==> src/rtl/ddr2_cmd_tracker.sv <==
module ddr2_cmd_tracker #(
  parameter int ROW_W     = 14,
  parameter int BURST_CYC = 4,
  parameter int MRD_CYC   = 2
) (
  input  logic               clk,
  input  logic               rst_n,
  input  logic               cs_n,
  input  logic               ras_n,
  input  logic               cas_n,
  input  logic               we_n,
  input  logic               cke,
  input  logic [2:0]         ba,
  input  logic [ROW_W-1:0]   addr,
  output logic [2:0]         cmd,
  output logic               cmd_err,
  output logic [7:0]         bank_open,
  output logic [8*ROW_W-1:0] open_rows,
  output logic               pdown
);
  localparam int NB  = 8;
  localparam int CW  = $clog2((BURST_CYC > MRD_CYC ? BURST_CYC : MRD_CYC) + 1);
  localparam logic [2:0] C_NOP = 3'd0, C_ACT = 3'd1, C_RD = 3'd2, C_WR = 3'd3,
                         C_PRE = 3'd4, C_PREA = 3'd5, C_REF = 3'd6, C_MRS = 3'd7;

  logic [2:0]    dec;
  logic          cke_q;
  logic [CW-1:0] busy;
  logic          bad;
  logic          tgt_open;

  always_comb begin
    dec = C_NOP;
    if (!cs_n)
      case ({ras_n, cas_n, we_n})
        3'b011:  dec = C_ACT;
        3'b101:  dec = C_RD;
        3'b100:  dec = C_WR;
        3'b010:  dec = addr[10] ? C_PREA : C_PRE;
        3'b001:  dec = C_REF;
        3'b000:  dec = C_MRS;
        default: dec = C_NOP;
      endcase
  end

  assign tgt_open = bank_open[ba];

  always_comb begin
    bad = 1'b0;
    if (!cke)
      bad = cke_q && (dec != C_NOP || busy != '0);
    else
      case (dec)
        C_ACT:       bad = tgt_open;
        C_RD, C_WR:  bad = !tgt_open;
        C_REF:       bad = |bank_open;
        default:     bad = 1'b0;
      endcase
  end

  always_ff @(posedge clk) begin
    if (!rst_n) begin
      cke_q     <= 1'b0;
      busy      <= '0;
      cmd       <= C_NOP;
      cmd_err   <= 1'b0;
      bank_open <= '0;
      open_rows <= '0;
      pdown     <= 1'b0;
    end else begin
      cke_q   <= cke;
      cmd_err <= bad;
      cmd     <= cke ? dec : C_NOP;
      if (cke) pdown <= 1'b0;
      else if (cke_q && !bad) pdown <= 1'b1;
      if (cke && !bad && (dec == C_RD || dec == C_WR))
        busy <= CW'(BURST_CYC);
      else if (cke && dec == C_MRS)
        busy <= CW'(MRD_CYC);
      else if (busy != '0)
        busy <= busy - 1'b1;
      if (cke && !bad)
        case (dec)
          C_ACT: begin
            bank_open[ba] <= 1'b1;
            open_rows[ba*ROW_W +: ROW_W] <= addr;
          end
          C_RD, C_WR: if (addr[10]) bank_open[ba] <= 1'b0;
          C_PRE:  bank_open[ba] <= 1'b0;
          C_PREA: bank_open <= '0;
          default: ;
        endcase
    end
  end
endmodule


==> config.mk <==
export PLATFORM = sky130hd
export DESIGN_NAME = ddr2_cmd_tracker
export DESIGN_NICKNAME = d
export VERILOG_FILES = /design/src/rtl/ddr2_cmd_tracker.sv
export SDC_FILE = /design/constraint.sdc
export NUM_CORES = 1
export LEC_CHECK = 0
export BUFFER_PORTS_ARGS = -buffer_cell sky130_fd_sc_hd__buf_4
export CAP_MARGIN = 30
export CELL_PAD_IN_SITES_DETAIL_PLACEMENT = 1
export CELL_PAD_IN_SITES_GLOBAL_PLACEMENT = 1
export CORE_UTILIZATION = 45
export CTS_BUF_LIST = sky130_fd_sc_hd__clkbuf_16
export DETAILED_ROUTE_END_ITERATION = 16
export HOLD_SLACK_MARGIN = 0.03
export PLACE_DENSITY_LB_ADDON = 0.25
export SYNTH_ARGS = -nofsm -noshare
export SYNTH_HDL_FRONTEND = slang
export SYNTH_SLANG_ARGS = --single-unit
==> constraint.sdc <==
create_clock -name clk -period 13.15 [get_ports clk]
set_clock_uncertainty 0.2 [all_clocks]
set_input_delay 3.2875 -clock clk [delete_from_list [all_inputs] [get_ports clk]]
set_output_delay 3.2875 -clock clk [all_outputs]
set_load 0.02 [all_outputs]
==> results of run 1 <==
[worst min-delay path by stage]
stage / start / endpoint / slack, ps / cells after the start
2_1_floorplan: busy[0] / busy[0] / 270 / 1
3_3_place_gp: open_rows[110] / open_rows[110] / 250 / 2
3_5_place_dp: open_rows[16] / open_rows[16] / 260 / 2
4_1_cts: open_rows[16] / open_rows[16] / 270 / 2
5_1_grt: open_rows[80] / open_rows[80] / 290 / 2
6_report: open_rows[16] / open_rows[16] / 270 / 2
[where the power goes]
group	leakage (nW)	internal, mW	switching [mW]
registers	1.04	0.394	0.00197
clock network	0.269	0.242	0.199
logic	2.43	0.0996	0.267
[tightest hold or removal path, stage by stage, from the launching register on]
cell	delay, ps
dfxtp_1	310
nand2_1	50
mux2i_1	60
[state kept, by name, indices dropped and copies added, names as in the netlist]
name,count
busy,3
bank_open,8
cmd,3
cmd_err,1
pdown,1
open_rows,112
cke_q,1
[cell families (layout without fill, tap and decap cells)]
group           Yosys count  in the layout
simple gates            307            307
xor+xnor                 12             12
compound gates          377            377
flops                   129            129
mux                      46             46
fa+ha+maj                12             12
buf+inv                  91            213
[final cells by class]
type	instances	area (um^2)	area share, %
timing repair buffer	165	1240	12.8
multi-input combinational	754	4990	51.5
tap	225	282	2.90
clock inverter	15	110	1.14
sequential	129	2580	26.6
clock buffer	17	425	4.39
inverter	16	60.1	0.619
[metrics by stage]
step / hold WS (ps) / area (um^2) / utilization (%) / instances
after floorplan: 266 / 7960 / - / 974
after global placement: 246 / 9150 / 52.9 / 1288
after detailed placement: 260 / 9160 / 53.0 / 1289
after CTS: 268 / 9700 / 56.1 / 1321
after global routing: 292 / 9700 / 56.1 / 1321
final: 265 / 9700 / 56.1 / 1321
[layer usage]
layer  vias up  GRT usage, %
li1       3917             -
met1      4215          43.8
met2       422          57.2
met3        98          7.06
met4         0          19.5
met5         -             0
[cell usage in the layout (no fill, tap or decap), types with 7 or more instances in the layout]
master,Yosys,routed
a211oi_1,31,31
a21oi_1,102,102
a221oi_1,7,7
a22oi_1,8,8
a311oi_1,9,9
a31oi_1,19,19
a41oi_1,9,9
and2_1,7,7
buf_4,5,164
clkbuf_16,0,17
dfxtp_1,129,129
ha_1,9,9
inv_1,15,17
mux2i_1,37,37
nand2_1,84,84
nand2b_1,12,12
nand3_1,27,27
nand4_1,11,11
nor2_1,72,72
nor2b_1,11,11
nor3_1,21,21
o211ai_1,11,11
o21a_1,7,7
o21ai_0,95,95
==> flow_metrics.env, run 1 <==
export IMPL_slowest_delay_ps=910
export IMPL_relSlewSlack_pct=27.1
export IMPL_die_area_mm2=0.0182
export IMPL_rrSetupSlack_ps=9750
export IMPL_grt_max_degree=86
export IMPL_syn_area_mm2=0.00796
export IMPL_syn_inst=974
export IMPL_gr_total_overflow=0
export IMPL_synth_top_flop_cell="dfxtp_1"
export IMPL_synth_top_family_by_area="compound AO/OA/AOI/OAI gates"
export IMPL_num_nets_final=1119
export IMPL_synth_edf_count=0
export IMPL_critPathTopFamily="simple AND/OR/NAND/NOR gates"
export IMPL_ys_async_sr_fraction_pct=0
export IMPL_pre_cts_ws_ps=3850
export IMPL_rsz0062_at_grt="false"
export IMPL_drt_met1_wl_um=13200
export IMPL_drive_above_1_share_pct=22.2
export IMPL_cts_tree="yes"
export IMPL_area_delta_synth_final_pct=21.9
export IMPL_yosysMostFrequentCell="dfxtp_1"
export IMPL_highest_layer="met4"
export IMPL_critPathLaunchType="input pin"
export IMPL_cp_slowest_cell="nor4_1"
export IMPL_wl_um=32200
export IMPL_tightest_slew_ps=1090
export IMPL_drtIter0Drc=613
export IMPL_crit_type="input pin to register"
export IMPL_grt_pass1_vias=8535
export IMPL_crit_start="ba[0]"
export IMPL_clk_path_buf_depth=2
export IMPL_dr_wl_met2_um=14800
export IMPL_drv_slew=0
export IMPL_setup_viol_count_final=0
export IMPL_core_area_mm2=0.0173
export IMPL_h_tree_depth=4
export IMPL_fill_cells=2134
export IMPL_ys_warn_count=0
export IMPL_power_density_mw_per_mm2=124
export IMPL_gp_congestion=0.989
export IMPL_outcome="completed"
export IMPL_rr_startpoint="bank_open[3]"
export IMPL_period_share_pct=68.9
export IMPL_insertion_delay_ps=430
export IMPL_p_leak_nw=3.74
export IMPL_crit_cells=15
export IMPL_syn_avg_cell_area_um2=8.17
export IMPL_finalWorstSetupSlack_ps=4090
export IMPL_critPathCapture="open_rows[5]"
export IMPL_post_cts_setup_buffers=0
export IMPL_clkTransAtPathRegs_ps=60
export IMPL_start_util_pct=46.0
export IMPL_antenna_found_initial=0
export IMPL_min_path_type="register to register"
export IMPL_dr_pass1_iters=5
export IMPL_muxShareOfSynthArea_pct=6.92
export IMPL_total_power_mw=1.20
export IMPL_setup_tns_ps=0
export IMPL_cts_hold_buf=0
export IMPL_wl_met3_um=2670
export IMPL_port_buffers=148
export IMPL_grt_first_pass_wirelength_um=48900
export IMPL_worst_path_buf_inv=4
export IMPL_yosys_area_share_simple_pct=20.5
export IMPL_max_freq_mhz=110
export IMPL_ys_seq_elements=129
export IMPL_hpwl_um=23300
export IMPL_ff2ff_path_depth=6
export IMPL_synth_compound_area_share_pct=31.2
export IMPL_cts_resized=0
export IMPL_chipWidth_um=135
export IMPL_dr_total_vias=8652
export IMPL_vias_per_cell=6.55
export IMPL_wl_per_cell_um=24.4
export IMPL_synth_cell_types=87
export IMPL_critical_path_cell_chain="buf_4 -> fa_1 -> ha_1 -> fa_1 -> buf_4 -> nor4_4 -> nand2_2 -> inv_1 -> ha_1 -> inv_1 -> nor4_1 -> nand4_1 -> a21oi_2 -> o221ai_1 -> o211a_1"
export IMPL_yosysTopAreaCell="dfxtp_1"
export IMPL_critPathMaxFanout=59
export IMPL_cts_sinks=129
export IMPL_rr_endpoint="open_rows[58]"
export IMPL_root_buffer="clkbuf_16"
export IMPL_synthXorXnorAreaFrac_pct=1.68
export IMPL_synth_adder_area_share_pct=2.17
export IMPL_synth_top_cell_area_share_pct=32.5
export IMPL_required_ps=13270
export IMPL_drc=0
export IMPL_grt_usage_pct=35.3
export IMPL_yosysSeqAreaShare_pct=32.5
export IMPL_drv_cap=0
export IMPL_synthTopCellsByCount="dfxtp_1, a21oi_1, o21ai_0"
export IMPL_postRouteAntennaNets=0
export IMPL_syn_nets=1010
export IMPL_antenna_cells=0
export IMPL_arrival_ps=9180
export IMPL_cts_made_buffers=17
export IMPL_finalHoldViolCount=0
export IMPL_yosys_top_cells_area="dfxtp_1, a21oi_1, o21ai_0"
export IMPL_cp_end_kind="register"
export IMPL_min_period_ps=9060
export IMPL_rows=48
export IMPL_io_pins=149
export IMPL_fp_dieH_um=135
export IMPL_vdd_drop_max_mv=0.0976
Power figures use the tool's default switching activity.
==> run 2: changes to the inputs <==
--- a/config.mk
+++ b/config.mk
@@ -9,7 +9,7 @@
 export CAP_MARGIN = 30
 export CELL_PAD_IN_SITES_DETAIL_PLACEMENT = 1
 export CELL_PAD_IN_SITES_GLOBAL_PLACEMENT = 1
-export CORE_UTILIZATION = 45
+export CORE_UTILIZATION = 42
 export CTS_BUF_LIST = sky130_fd_sc_hd__clkbuf_16
 export DETAILED_ROUTE_END_ITERATION = 16
 export HOLD_SLACK_MARGIN = 0.03
==> constraint.sdc (replaced) <==
create_clock -name clk -period 8.5 [get_ports clk]
set_clock_uncertainty 0.2 [all_clocks]
set_input_delay 2.125 -clock clk [delete_from_list [all_inputs] [get_ports clk]]
set_output_delay 2.125 -clock clk [all_outputs]
set_load 0.02 [all_outputs]
==> run 2 against run 1 <==
First-iteration DRC count grew 59%. Sequential power increased by 55%. Total power is 59% higher. Via count is essentially flat. Design area up 0.77%. Clock-buffer cell count stayed put.
==> flow_metrics.env, run 2 (synthesized netlist as in run 1, its figures left out) <==
export IMPL_post_cts_setup_buffers=0
export IMPL_clk_path_buf_depth=2
export IMPL_area_delta_synth_final_pct=22.8
export IMPL_power_net_switching_mw=0.762
export IMPL_critPathMaxFanout=59
export IMPL_rrSetupSlack_ps=5160
export IMPL_crit_type="input pin to register"
export IMPL_drtIter0Drc=975
export IMPL_grt_first_pass_wirelength_um=50100
export IMPL_setup_viol_count_final=0
export IMPL_clkPwrFrac_pct=38.2
export IMPL_vdd_drop_max_mv=0.138
export IMPL_io_pins=149
export IMPL_grt_pass1_vias=8527
export IMPL_final_cells=1332
export IMPL_die_area_mm2=0.0195
export IMPL_postRouteAntennaNets=0
export IMPL_h_tree_depth=4
export IMPL_start_util_pct=43.6
export IMPL_drv_slew=0
export IMPL_finalHoldViolCount=0
export IMPL_fp_dieH_um=140
export IMPL_required_ps=8610
export IMPL_pwr_share_comb_pct=29.9
export IMPL_grt_max_degree=86
export IMPL_layout_common_cells="buf_4, dfxtp_1, a21oi_1"
export IMPL_grt_usage_pct=33.4
export IMPL_min_period_ps=7150
export IMPL_sw_frac_of_total_pct=39.7
export IMPL_period_share_pct=84.1
export IMPL_drive_above_1_share_pct=22.8
export IMPL_p_leak_nw=3.78
export IMPL_rows=49
export IMPL_critPathLaunchType="input pin"
export IMPL_cts_sinks=129
export IMPL_vias_per_cell=6.49
export IMPL_slowest_delay_ps=530
export IMPL_cts_tree="yes"
export IMPL_cts_made_buffers=17
export IMPL_crit_top_cell="buf_4"
export IMPL_seqPwrFrac_pct=31.9
export IMPL_gr_total_overflow=0
export IMPL_relSlewSlack_pct=24.3
export IMPL_cp_slowest_cell="fa_1"
export IMPL_min_path_type="register to register"
export IMPL_root_buffer="clkbuf_16"
export IMPL_num_nets_final=1126
export IMPL_clkTransAtPathRegs_ps=70
export IMPL_reg_top3="open_rows x112, bank_open x8"
export IMPL_cp_end_kind="register"
export IMPL_chipWidth_um=140
export IMPL_rsz0062_at_grt="false"
export IMPL_outcome="completed"
export IMPL_dr_total_vias=8646
export IMPL_gp_congestion=0.995
export IMPL_core_area_mm2=0.0183
export IMPL_antenna_cells=0
export IMPL_hpwl_um=23100
export IMPL_drc=0
export IMPL_arrival_ps=7260
export IMPL_power_density_mw_per_mm2=196
export IMPL_cts_hold_buf=0
export IMPL_placedCellCount=1300
export IMPL_worst_path_buf_inv=5
export IMPL_cts_resized=0
export IMPL_port_buffers=148
export IMPL_wl_per_cell_um=24.3
export IMPL_largest_reg_flops=112
export IMPL_tightest_slew_ps=1120
export IMPL_antenna_found_initial=0
export IMPL_regMostFlops="open_rows"
export IMPL_critical_path_cell_chain="buf_4 -> fa_1 -> ha_1 -> fa_1 -> nor4_4 -> nand2_2 -> inv_1 -> ha_1 -> buf_4 -> inv_1 -> nor4_1 -> a41oi_1 -> buf_4 -> o32ai_1 -> o211ai_1 -> mux2i_1"
export IMPL_p_int_mw=1.16
export IMPL_max_freq_mhz=140
export IMPL_dr_pass1_iters=8
export IMPL_wl_um=32400
export IMPL_final_common_cell="buf_4"
export IMPL_drv_cap=0
export IMPL_critPathTopFamily="buffers and inverters"
export IMPL_insertion_delay_ps=440
export IMPL_setup_tns_ps=0
[run 2: metrics by stage]
step | power [mW] | setup WS (ps) | util [%] | hold slack (ps) | area, um^2
2_1_floorplan | 0.990 | 2390 | - | 266 | 7960
3_3_place_gp | 1.17 | 1260 | 50.3 | 248 | 9200
3_5_place_dp | 1.17 | 1150 | 50.4 | 257 | 9200
4_1_cts | 1.90 | 1490 | 53.5 | 272 | 9770
5_1_grt | 1.98 | 1040 | 53.5 | 287 | 9770
6_report | 1.92 | 1350 | 53.5 | 267 | 9770
[run 2: final cells by class]
| class | instances | area (um^2) |
|---|---|---|
| clock buffer | 17 | 425 |
| clock inverter | 15 | 143 |
| fill | 2229 | 8500 |
| inverter | 16 | 60.1 |
| multi-input combinational | 754 | 4980 |
| sequential | 129 | 2580 |
| tap | 229 | 287 |
| timing repair buffer | 172 | 1290 |
[run 2: final timing paths]
path	start	end	depth (start not counted)
setup reg to reg	bank_open[3]	open_rows[64]	6
setup / recovery	ba[0]	open_rows[73]	16
hold / removal	open_rows[16]	open_rows[16]	2
hold reg to reg	open_rows[16]	open_rows[16]	2
[run 2: routing by layer]
layer	wire length (um)	GRT usage [%]	vias up
li1	-	-	3933
met2	14400	50.9	417
met5	0	0	-
met4	1260	15.6	0
met3	2580	7.05	91
met1	14200	44.9	4205
[run 2: tightest hold or removal path, stage by stage, from the launching register on]
cell	delay, ps
dfxtp_1	310
nand2_1	50
mux2i_1	60
[run 2: power by group through the flow]
stage / sequential (mW) / combinational, mW / clock, mW
after global routing: 0.612 / 0.604 / 0.761
after global placement: 0.626 / 0.540 / 0
after CTS: 0.612 / 0.553 / 0.733
final: 0.612 / 0.573 / 0.733
after floorplan: 0.630 / 0.360 / 0
after detailed placement: 0.626 / 0.547 / 0
